### src/rtl/baud_tick_pkg.sv
package baud_tick_pkg;

    localparam int unsigned INT_W  = 14;
    localparam int unsigned FRAC_W = 3;
    localparam int unsigned PHASES = 1 << FRAC_W;

    typedef struct packed {
        logic [INT_W-1:0]  n;
        logic [FRAC_W-1:0] k;
    } div_t;

    // Map the raw software fields to an effective whole/eighths pair.
    function automatic div_t decode_div(logic [INT_W-1:0] raw_n, logic [FRAC_W-1:0] raw_k);
        div_t d;
        if (raw_n == '0) begin
            d.n = INT_W'(1);
            d.k = '0;
        end else if (raw_n == INT_W'(1)) begin
            d.n = INT_W'(1);
            d.k = FRAC_W'(PHASES / 2);
        end else begin
            d.n = raw_n;
            d.k = raw_k;
        end
        return d;
    endfunction

endpackage

### src/rtl/baud_div_latch.sv
module baud_div_latch
    import baud_tick_pkg::*;
#(
    parameter div_t RST_DIV = '{n: INT_W'(26), k: '0}
) (
    input  logic              clk_i,
    input  logic              rst_ni,
    input  logic              load_i,
    input  logic [INT_W-1:0]  raw_n_i,
    input  logic [FRAC_W-1:0] raw_k_i,
    input  logic              tick_i,
    output div_t              nxt_div_o,
    output logic              restart_o,
    output div_t              act_div_o,
    output logic              pend_vld_o
);

    typedef struct packed {
        div_t act;
        div_t pend;
        logic pend_vld;
    } latch_st_t;

    latch_st_t st_d, st_q;
    div_t      in_div;
    div_t      cand;
    logic      apply;

    always_comb begin
        st_d   = st_q;
        in_div = decode_div(raw_n_i, raw_k_i);
        cand   = load_i ? in_div : st_q.pend;
        apply  = tick_i && (load_i || st_q.pend_vld);
        if (apply) begin
            st_d.act      = cand;
            st_d.pend_vld = 1'b0;
        end else if (load_i) begin
            st_d.pend     = in_div;
            st_d.pend_vld = 1'b1;
        end
        nxt_div_o  = apply ? cand : st_q.act;
        restart_o  = apply;
        act_div_o  = st_q.act;
        pend_vld_o = st_q.pend_vld;
    end

    always_ff @(posedge clk_i or negedge rst_ni) begin
        if (!rst_ni) begin
            st_q.act      <= RST_DIV;
            st_q.pend     <= RST_DIV;
            st_q.pend_vld <= 1'b0;
        end else begin
            st_q <= st_d;
        end
    end

endmodule

### src/rtl/baud_frac_seq.sv
module baud_frac_seq
    import baud_tick_pkg::*;
#(
    parameter logic [FRAC_W-1:0] RST_K = '0
) (
    input  logic              clk_i,
    input  logic              rst_ni,
    input  logic              tick_i,
    input  logic              restart_i,
    input  logic [FRAC_W-1:0] k_i,
    output logic              long_o
);

    typedef struct packed {
        logic [FRAC_W-1:0] acc;
    } seq_st_t;

    seq_st_t           st_d, st_q;
    logic [FRAC_W-1:0] base;
    logic [FRAC_W:0]   sum;

    always_comb begin
        st_d   = st_q;
        base   = restart_i ? '0 : st_q.acc;
        sum    = {1'b0, base} + {1'b0, k_i};
        long_o = tick_i && sum[FRAC_W];
        if (tick_i) begin
            st_d.acc = sum[FRAC_W-1:0];
        end
    end

    always_ff @(posedge clk_i or negedge rst_ni) begin
        if (!rst_ni) begin
            st_q.acc <= RST_K;
        end else begin
            st_q <= st_d;
        end
    end

endmodule

### src/rtl/baud_period_cnt.sv
module baud_period_cnt
    import baud_tick_pkg::*;
#(
    parameter logic [INT_W-1:0] RST_N = INT_W'(26)
) (
    input  logic             clk_i,
    input  logic             rst_ni,
    input  logic [INT_W-1:0] n_i,
    input  logic             long_i,
    output logic             tick_o
);

    typedef struct packed {
        logic [INT_W-1:0] cnt;
    } cnt_st_t;

    cnt_st_t        st_d, st_q;
    logic [INT_W:0] reload;

    always_comb begin
        st_d   = st_q;
        tick_o = (st_q.cnt == '0);
        reload = {1'b0, n_i} + {{INT_W{1'b0}}, long_i} - (INT_W+1)'(1);
        if (tick_o) begin
            st_d.cnt = reload[INT_W-1:0];
        end else begin
            st_d.cnt = st_q.cnt - INT_W'(1);
        end
    end

    always_ff @(posedge clk_i or negedge rst_ni) begin
        if (!rst_ni) begin
            st_q.cnt <= RST_N - INT_W'(1);
        end else begin
            st_q <= st_d;
        end
    end

endmodule

### src/rtl/frac_baud_tick.sv
module frac_baud_tick
    import baud_tick_pkg::*;
#(
    parameter int unsigned RST_INT  = 26,
    parameter int unsigned RST_FRAC = 0
) (
    input  logic              clk_i,
    input  logic              rst_ni,
    input  logic [INT_W-1:0]  div_int_i,
    input  logic [FRAC_W-1:0] div_frac_i,
    input  logic              div_load_i,
    output logic              tick_o
);

    localparam div_t RST_EFF = decode_div(INT_W'(RST_INT), FRAC_W'(RST_FRAC));

    div_t nxt_div;
    div_t act_div;
    logic restart;
    logic pend_vld;
    logic long_per;

    baud_div_latch #(
        .RST_DIV (RST_EFF)
    ) latch_i (
        .clk_i      (clk_i),
        .rst_ni     (rst_ni),
        .load_i     (div_load_i),
        .raw_n_i    (div_int_i),
        .raw_k_i    (div_frac_i),
        .tick_i     (tick_o),
        .nxt_div_o  (nxt_div),
        .restart_o  (restart),
        .act_div_o  (act_div),
        .pend_vld_o (pend_vld)
    );

    baud_frac_seq #(
        .RST_K (RST_EFF.k)
    ) seq_i (
        .clk_i     (clk_i),
        .rst_ni    (rst_ni),
        .tick_i    (tick_o),
        .restart_i (restart),
        .k_i       (nxt_div.k),
        .long_o    (long_per)
    );

    baud_period_cnt #(
        .RST_N (RST_EFF.n)
    ) cnt_i (
        .clk_i  (clk_i),
        .rst_ni (rst_ni),
        .n_i    (nxt_div.n),
        .long_i (long_per),
        .tick_o (tick_o)
    );

endmodule

### config.mk
export PLATFORM = sky130hd
export DESIGN_NAME = frac_baud_tick
export DESIGN_NICKNAME = d
export VERILOG_FILES = /design/src/rtl/baud_tick_pkg.sv /design/src/rtl/baud_div_latch.sv /design/src/rtl/baud_frac_seq.sv /design/src/rtl/baud_period_cnt.sv /design/src/rtl/frac_baud_tick.sv
export SDC_FILE = /design/constraint.sdc
export NUM_CORES = 1
export LEC_CHECK = 0
export BUFFER_PORTS_ARGS = -buffer_cell sky130_fd_sc_hd__clkbuf_2
export CAP_MARGIN = 20
export CORE_ASPECT_RATIO = 0.6
export CORE_MARGIN = 2
export CORE_UTILIZATION = 56
export CTS_CLUSTER_SIZE = 20
export DETAILED_ROUTE_END_ITERATION = 10
export PLACE_DENSITY = 0.78
export SYNTH_ARGS = -nofsm -noshare
export SYNTH_HDL_FRONTEND = slang
export SYNTH_SLANG_ARGS = --single-unit
### constraint.sdc
create_clock -name clk_i -period 5.2 [get_ports clk_i]
set_input_delay 0 -clock clk_i [delete_from_list [all_inputs] [get_ports clk_i]]
set_output_delay 0 -clock clk_i [all_outputs]
set_load 0.005 [all_outputs]
# Yosys cells after proc, flatten, opt, wreduce, memory -nomap -nowiden
# Cells that the tools add are included.
dict set report word_totals {
  register_bits 52
  latchBits 0
  ramBits 0
  mem_bits_ro 0
  input_bits 20
  out_inout_bits 1
  wordCells 28
  n_memories 0
}
dict set report classes {
  addsub 4
  n_mul 0
  div_mod_pow 0
  order_cmp 0
  n_eq_ne 1
  shift 0
  mux 8
  bitwise 1
  n_reduce_logical 7
}
# operator count
set op_table {}
lappend op_table {{$mux 17} 4}
lappend op_table {{$logic_not 14->1} 2}
lappend op_table {{$sub 14x1->14 const B} 2}
lappend op_table {{$add 14x1->14} 1}
lappend op_table {{$eq 14x1->1 const B} 1}
lappend op_table {{$mux 14} 1}
lappend op_table {{$add 3x3->4} 1}
lappend op_table {{$mux 3} 1}
lappend op_table {{$logic_and 1x1->1} 2}
lappend op_table {{$mux 1} 2}
lappend op_table {{$reduce_and 2->1} 1}
lappend op_table {{$reduce_bool 2->1} 1}
lappend op_table {{$logic_or 1x1->1} 1}
lappend op_table {{$not 1->1} 1}

# Longest topological paths before layout
# Gate-level depths: netlist of run 1.
dict set report depth {
  word_depth 10
  mapped_depth 21
}

# Cells and area by module
# Synthesis of run 1 repeated with hierarchy kept, for this count alone.
dict set report hier_totals {
  cells_unflattened 333
  hier_area_um2 3103.0
}
# module n_inst cells_each area_per_inst_um2 seq_area_each_um2
set modules_own_cells {}
lappend modules_own_cells {baud_div_latch 1 204 1881.8 883.3}
lappend modules_own_cells {baud_period_cnt 1 107 997.2 354.1}
lappend modules_own_cells {baud_frac_seq 1 22 224.0 75.1}

# Least setup slack after synthesis of run 1
# No wires, ideal clock.
dict set report synth_timing {
  kind {register -> register}
  startpoint {register cnt_i.st_q[0] (netlist name)}
  endpoint {register cnt_i.st_q[11] (netlist name)}
  setup_time_ns 0.119
  arrival_ns 3.933
  required_time_ns 5.081
  path_slack_ns 1.148
  path_stages_with_launch 21
  period_less_slack_ns 4.052
  path_cell_list {dfstp_2 > inv_1 > ha_1 > nor3b_1 > nand3_1 > clkbuf_1 > clkbuf_1 > buf_1 > nand2_1 > inv_1 > ha_1 > a21oi_1 > nor2b_1 > o21ai_1 > ha_1 > nand2b_1 > nor4_1 > nand3_1 > o32ai_4 > xnor2_1 > o21ai_2}
}
# item line
set synth_rtl {}
lappend synth_rtl {{start, declared} baud_period_cnt.sv:17} ;# cnt_st_t st_d, st_q;
lappend synth_rtl {{start signal, assigned} baud_period_cnt.sv:35} ;# st_q <= st_d;

==> results of run 1 <==
==> registers in the layout (all words and copies together), names as in the netlist <==
register / flops
latch_i.act_div_o: 17
latch_i.pend_vld_o: 1
cnt_i.st_q: 14
latch_i.st_q: 17
seq_i.st_q: 3
==> layout make-up <==
cell class              instances  area share (%)
multi-input cells             233            46.2
flip-flops and latches         52            38.2
inverters                      10            1.09
well taps                      66            2.40
repair buffers                 39            8.23
clock buffers                   6            2.11
clock inverters                 2            1.75
==> placed cells by master, fill, tap and decap left out, types with 3 or more instances in the layout <==
| master | count |
|---|---|
| o21ai_0 | 10 |
| nor2_1 | 19 |
| o21ai_1 | 14 |
| o21a_1 | 4 |
| a21oi_1 | 14 |
| clkbuf_2 | 20 |
| dfrtp_1 | 43 |
| nor3_1 | 13 |
| buf_4 | 3 |
| dlygate4sd3_1 | 16 |
| nor4_1 | 11 |
| inv_1 | 9 |
| ha_1 | 6 |
| nor3b_1 | 4 |
| nand2_1 | 39 |
| mux2_2 | 12 |
| dfstp_2 | 9 |
| clkbuf_8 | 5 |
| mux2_1 | 8 |
| a31oi_1 | 4 |
| xor2_1 | 11 |
| nor2b_1 | 5 |
| nand3_1 | 4 |
| mux2i_1 | 16 |
| xnor2_1 | 12 |
==> report_power, final <==
group	internal (mW)	switching, mW
Sequential	0.419	0.00925
Clock	0.192	0.131
Combinational	0.0368	0.0441
==> kinds of logic (layout without fill, tap and decap cells) <==
logic type / Yosys count / after routing / synth area share (%)
compound gates: 55 / 55 / 11.2
xor+xnor: 23 / 23 / 6.69
fa+ha+maj: 7 / 7 / 3.16
buf+inv: 24 / 57 / 3.70
flops: 52 / 52 / 43.6
mux: 36 / 36 / 12.8
simple gates: 112 / 112 / 18.9
==> stage by stage <==
step	setup WS (ns)	cell area (um2)	std cells	total power, mW	hold WS [ns]
global placement	1.14	3140	384	0.504	0.149
finish	0.916	3440	408	0.833	0.0487
detailed placement	0.936	3140	384	0.506	0.150
CTS	0.936	3440	408	0.839	0.0412
global route	0.478	3440	408	0.863	0.0826
floorplan	1.15	3010	309	0.475	-0.296
==> critical path, cell delays in order (launching register included) <==
cell and delay, ns:
dfrtp_1 0.40, inv_1 0.06, ha_1 0.18, nor3b_1 0.50, nand3_1 0.42, buf_4 0.38
nand2_1 0.10, o21ai_1 0.08, ha_1 0.23, a21oi_1 0.13, nor2b_1 0.06, o21ai_1 0.12
ha_1 0.24, nand2b_1 0.09, nor4_1 0.42, a31oi_1 0.24, nor3_2 0.17, xnor2_1 0.17
o211ai_1 0.13
==> path summary, 6_finish.rpt <==
path / from / end / slack, ns / cells after the start
setup / recovery: cnt_i.st_q[1]$_DFF_PN0_ / cnt_i.st_q[13]$_DFF_PN0_ / 0.92 / 18
hold / removal: div_frac_i[2] / latch_i.st_q[3]$_DFFE_PN0P_ / 0.05 / 3
setup reg to reg: cnt_i.st_q[1]$_DFF_PN0_ / cnt_i.st_q[13]$_DFF_PN0_ / 0.92 / 18
hold reg to reg: latch_i.st_q[3]$_DFFE_PN0P_ / latch_i.st_q[3]$_DFFE_PN0P_ / 0.49 / 2
max in group asynchronous: rst_ni / latch_i.st_q[6]$_DFFE_PN0P_ / 4.43 / 3
min in group asynchronous: rst_ni / seq_i.st_q[1]$_DFFE_PN0P_ / 0.34 / 3
==> routing by layer <==
metal	global-route usage (%)	vias to the layer above	wire [um]
li1	-	1155	-
met1	36.8	1094	3420
met2	34.4	64	2590
met3	5.53	2	460
met4	5.87	0	34
met5	0	-	0
==> reports/results.tsv, run 1 <==
stage	metric	value	unit
job	cap_violations	0	
cells_and_area	drive_gt1_share	17.5	%
critical_path	arrival	4.44	ns
clock_tree	clkLatencyLatePin	0.31	ns
global_route	track_usage	23.9	%
yosys	synthesis_stage_register_bit_count	52	
die	die_height	60.8	um
die	initial_utilization	58.7	%
sta	tightest_slew	0.772	ns
clock_tree	cts.sink_count	52	
yosys	synth_cell_types	48	
global_route	first_global_vias	2224	
detailed_routing	drt.antenna.violating_nets	0	
sta	skew	0.00974	ns
sta	crit_path_time_final	4.28	ns
global_route	grt_max_degree	53	
yosys	syn-mean-instance-area	9.75	um2
sta	max_clock_freq	233	MHz
yosys	synthDominantAreaCellType	dfrtp_1	
detailed_routing	initialDrtViolationCount	150	
yosys	post_synth_instance_area	3010	um2
clock_tree	post_cts_resized	0	
yosys	synth_edf_count	0	
placement	gp_congestion	0.968	
yosys	synth_sequential_area_ratio	43.6	%
critical_path	critical_path_start_end_classification	reg2reg	
cells_and_area	multi_input_comb_area	1590	um2
die	placeableCoreArea	5130	um2
clock_tree	path_clk_slew	0.09	ns
critical_path	critical_path.endpoint_type	flop	
clock_tree	cts-buffers-inserted	5	
cells_and_area	fill_cells	403	
sta	period_utilisation_layout	82.4	%
yosys	synthesis.yosys.warnings	0	
min_path	hp_class	in2reg	
yosys	post-synth-top-count-cell	dfrtp_1	
detailed_routing	number_of_remaining_drc_errors	0	
yosys	synth.top_cell.area_share	35.7	%
global_route	antenna_found_initial	0	
die	dieWidth	98.7	um
sta	finalHoldViolCount	0	
clock_tree	hold_buffers	16	
die	fp-row-count	20	
yosys	synth_nets	336	
global_route	grt_pass1_wl	11000	um
outcome	status	finished clean	
pwr	power.ir.vdd_worst	0.137	mV
detailed_routing	wl_per_cell	15.9	um
yosys	async_flop_share	100	%
critical_path	path_max_fanout	35	
placement	dpl.hpwl	4650	um
pwr	p_leak	1.50	nW
detailed_routing	drt_pre_antenna_iters	4	
cells_and_area	seqCellArea	1310	um2
cells_and_area	syn_to_final_growth	14.1	%
sta	grt_setup_unrepaired	false	
detailed_routing	via_count	2315	
die	i_o_pins	21	
yosys	postSynth.topFlopCell	dfrtp_1	
cells_and_area	nNetsFinal	368	
clock_tree	buffer_count_from_post_cts_setup_fixing	0	
sta	slew-limit-headroom	48.4	%
critical_path	crit_required	5.36	ns
die	die-area	6000	um2
clock_tree	clock_tree.htree_level_count	2	
global_route	grt.overflow.total	0	
sta	finalMaxSlewViolations	0	
clock_tree	ctsLongestPathBuffers	2	
yosys	netlist_top_cells_count	dfrtp_1 (43), nand2_1 (39), nor2_1 (19)	
yosys	synthesis.instances	309	
clock_tree	clockRootBuffer	clkbuf_8	
sta	finalSetupViolCount	0	
critical_path	cp-start-kind	flop	
detailed_routing	route.final.wire_length	6500	um
placement	number_of_buffers_inserted_by_port_buffering	20	
clock_tree	cts_tree	built	
cells_and_area	antennaDiodeCount	0	
cells_and_area	layout.core_utilization	67.0	%
pwr	cellPowerDensity	242	nW/um2
detailed_routing	detail_route.vias_per_cell	5.67	
sta	setup-tns-final	0	ns
yosys	synth.area.top_cells	dfrtp_1 (36%), dfstp_2 (7.8%), mux2i_1 (5.3%)	
Note: power is estimated with default switching activity, not from simulation.
==> run 2: changes to the inputs <==
clock period = 4.1 ns   (was 5.2 ns; I/O delays follow)
==> run 2 against run 1 <==
Against the previous run: clock-buffer cell count unchanged; combinational power increased by 25%; register-to-register slack worse by 0.66 ns; worst hold slack got worse by 0.040 ns; cell area down 0.25%; critical path depth is 1 lower; clock skew shrank 0.0022 ns; critical path type unchanged; highest routed layer unchanged.
==> reports/results.tsv, run 2 (synthesis gave the netlist of run 1 again) <==
stage	metric	value	unit
outcome	status	finished clean	
critical_path	path_max_fanout	8	
critical_path	r2r_cells	17	
sta	setup-tns-final	0	ns
sta	grt_setup_unrepaired	false	
cells_and_area	syn_to_final_growth	13.8	%
sta	max_clock_freq	260	MHz
detailed_routing	initialDrtViolationCount	186	
clock_tree	clock_tree.htree_level_count	2	
cells_and_area	nNetsFinal	370	
placement	gp_congestion	0.905	
critical_path	critical_path.reg2reg.endpoint	cnt_i.st_q[7]$_DFF_PN0_	
pwr	totalPowerFinal	0.933	mW
placement	number_of_buffers_inserted_by_port_buffering	20	
sta	finalHoldViolCount	0	
cells_and_area	fill_cells	414	
critical_path	crit_required	4.28	ns
global_route	grt_pass1_wl	10900	um
sta	finalMaxSlewViolations	0	
critical_path	worst_r2r_startpoint	cnt_i.st_q[11]$_DFF_PN0_	
clock_tree	cts_tree	built	
clock_tree	path_clk_slew	0.09	ns
clock_tree	cts.sink_count	52	
detailed_routing	drt_pre_antenna_iters	5	
global_route	grt_max_degree	53	
clock_tree	ctsLongestPathBuffers	2	
global_route	grt.overflow.total	0	
detailed_routing	wl_per_cell	16.3	um
die	dieWidth	98.7	um
detailed_routing	via_count	2344	
critical_path	cpPeakStageDelay	0.58	ns
sta	crit_path_time_final	3.84	ns
die	i_o_pins	21	
clock_tree	clkLatencyLatePin	0.30	ns
die	placeableCoreArea	5130	um2
detailed_routing	drt.antenna.violating_nets	0	
cells_and_area	antennaDiodeCount	0	
die	die-area	6000	um2
min_path	min_delay_path_depth	2	
pwr	power.ir.vdd_worst	0.165	mV
job	cap_violations	0	
cells_and_area	seqCellArea	1310	um2
min_path	holdCritStartpoint	div_int_i[1]	
global_route	antenna_found_initial	0	
cells_and_area	multi_input_comb_area	1620	um2
critical_path	cp-start-kind	flop	
die	die_height	60.8	um
sta	finalSetupViolCount	0	
critical_path	arrival	4.02	ns
global_route	track_usage	24.1	%
placement	postPlaceCellArea	3170	um2
min_path	holdPathEnd	latch_i.st_q[5]$_DFFE_PN1P_	
critical_path	critical_path_start_end_classification	reg2reg	
pwr	cellPowerDensity	272	nW/um2
critical_path	ff2ff_setup_slack	0.26	ns
sta	tightest_slew	0.766	ns
min_path	hp_class	in2reg	
global_route	first_global_vias	2137	
detailed_routing	number_of_remaining_drc_errors	0	
cells_and_area	layout.core_utilization	66.8	%
sta	slew-limit-headroom	48.8	%
cells_and_area	drive_gt1_share	19.8	%
detailed_routing	route.final.wire_length	6700	um
cells_and_area	mostFrequentLayoutCells	dfrtp_1 (43), nand2_1 (39), clkbuf_2 (20)	
sta	period_utilisation_layout	93.7	%
clock_tree	clockRootBuffer	clkbuf_8	
sta	skew	0.00751	ns
die	initial_utilization	58.7	%
detailed_routing	detail_route.vias_per_cell	5.72	
cells_and_area	post_route_standard_cell_area_excluding_fillers	3430	um2
cells_and_area	final_common_cell	dfrtp_1	
critical_path	critical_path.endpoint_type	flop	
die	fp-row-count	20	
clock_tree	cts-buffers-inserted	5	
pwr	p_leak	1.49	nW
placement	dpl.hpwl	4830	um
critical_path	crit_chain	or4_1 > nor4_2 > nand3_2 > nand2_1 > o21a_1 > inv_1 > ha_1 > a21oi_1 > nor2b_1 > o21ai_1 > ha_1 > nand2b_1 > nor4_4 > nor4b_1 > a21oi_1 > xor2_1 > a21boi_1	
critical_path	critical-path-slowest-cell	or4_1	
==> run 2: cell count changes in the layout (fill, tap and decap cells not counted) <==
| cell | delta |
|---|---|
| clkinvlp_4 | +1 |
| dlygate4sd3_1 | -2 |
| ha_1 | -1 |
| nor4_1 | -2 |
| nor4_2 | +1 |
| clkinv_2 | +1 |
| nand3_1 | -1 |
| buf_4 | +4 |
| bufinv_16 | -2 |
| nor4_4 | +1 |
| ha_2 | +1 |
| nand3_2 | +1 |
==> run 2: where the power goes <==
part	switching [mW]	internal (mW)
sequential	0.0120	0.531
clock	0.168	0.120
combinational	0.0558	0.0455
==> run 2: worst max-delay path by stage <==
stage	from	end
2_1_floorplan	cnt_i.st_q[0]$_DFF_PN1_	cnt_i.st_q[11]$_DFF_PN0_
3_3_place_gp	cnt_i.st_q[10]$_DFF_PN0_	cnt_i.st_q[11]$_DFF_PN0_
3_5_place_dp	cnt_i.st_q[11]$_DFF_PN0_	cnt_i.st_q[11]$_DFF_PN0_
4_1_cts	cnt_i.st_q[11]$_DFF_PN0_	cnt_i.st_q[10]$_DFF_PN0_
5_1_grt	cnt_i.st_q[11]$_DFF_PN0_	cnt_i.st_q[8]$_DFF_PN0_
6_report	cnt_i.st_q[11]$_DFF_PN0_	cnt_i.st_q[7]$_DFF_PN0_
==> run 2: what timing repair did <==
action	CTS	global route
hold endpoints to repair	56	0
resized for setup	1	4
hold buffers	14	0
pin swaps	0	1
buffers inserted	0	1
setup endpoints to repair	2	9
==> run 2: worst max-delay path: cells and delay by family, from the launching register on <==
family                     cells  cell delay (ns)
AOI/OAI and AO/OA              5             0.62
and+or+nand+nor                8             1.90
adders and majority gates      2             0.53
DFF                            1             0.40
xor gates and xnor gates       1             0.20
buffers and inverters          1             0.07
==> run 2: layout make-up <==
type,instances,area share (%)
Clock buffer,6,2.12
Clock inverter,2,0.365
Inverter,10,1.09
Multi-Input combinational cell,233,47.2
Sequential cell,52,38.3
Tap cell,66,2.41
Timing Repair Buffer,41,8.54
==> run 2: routing by layer <==
metal	GRT usage [%]	routed length, um	up-vias
li1	-	-	1160
met1	37.7	3510	1090
met2	33.8	2690	82
met3	5.65	421	12
met4	5.87	80	0
met5	0	0	-
==> run 2: stage by stage <==
stage	hold slack (ns)	std cells	setup slack, ns
final	0.00848	410	0.259
after global routing	0.00166	410	0.0227
after CTS	0.00514	409	0.112
after detailed placement	0.158	387	0.118
after global placement	0.150	387	0.209
after floorplan	-0.296	309	0.0476
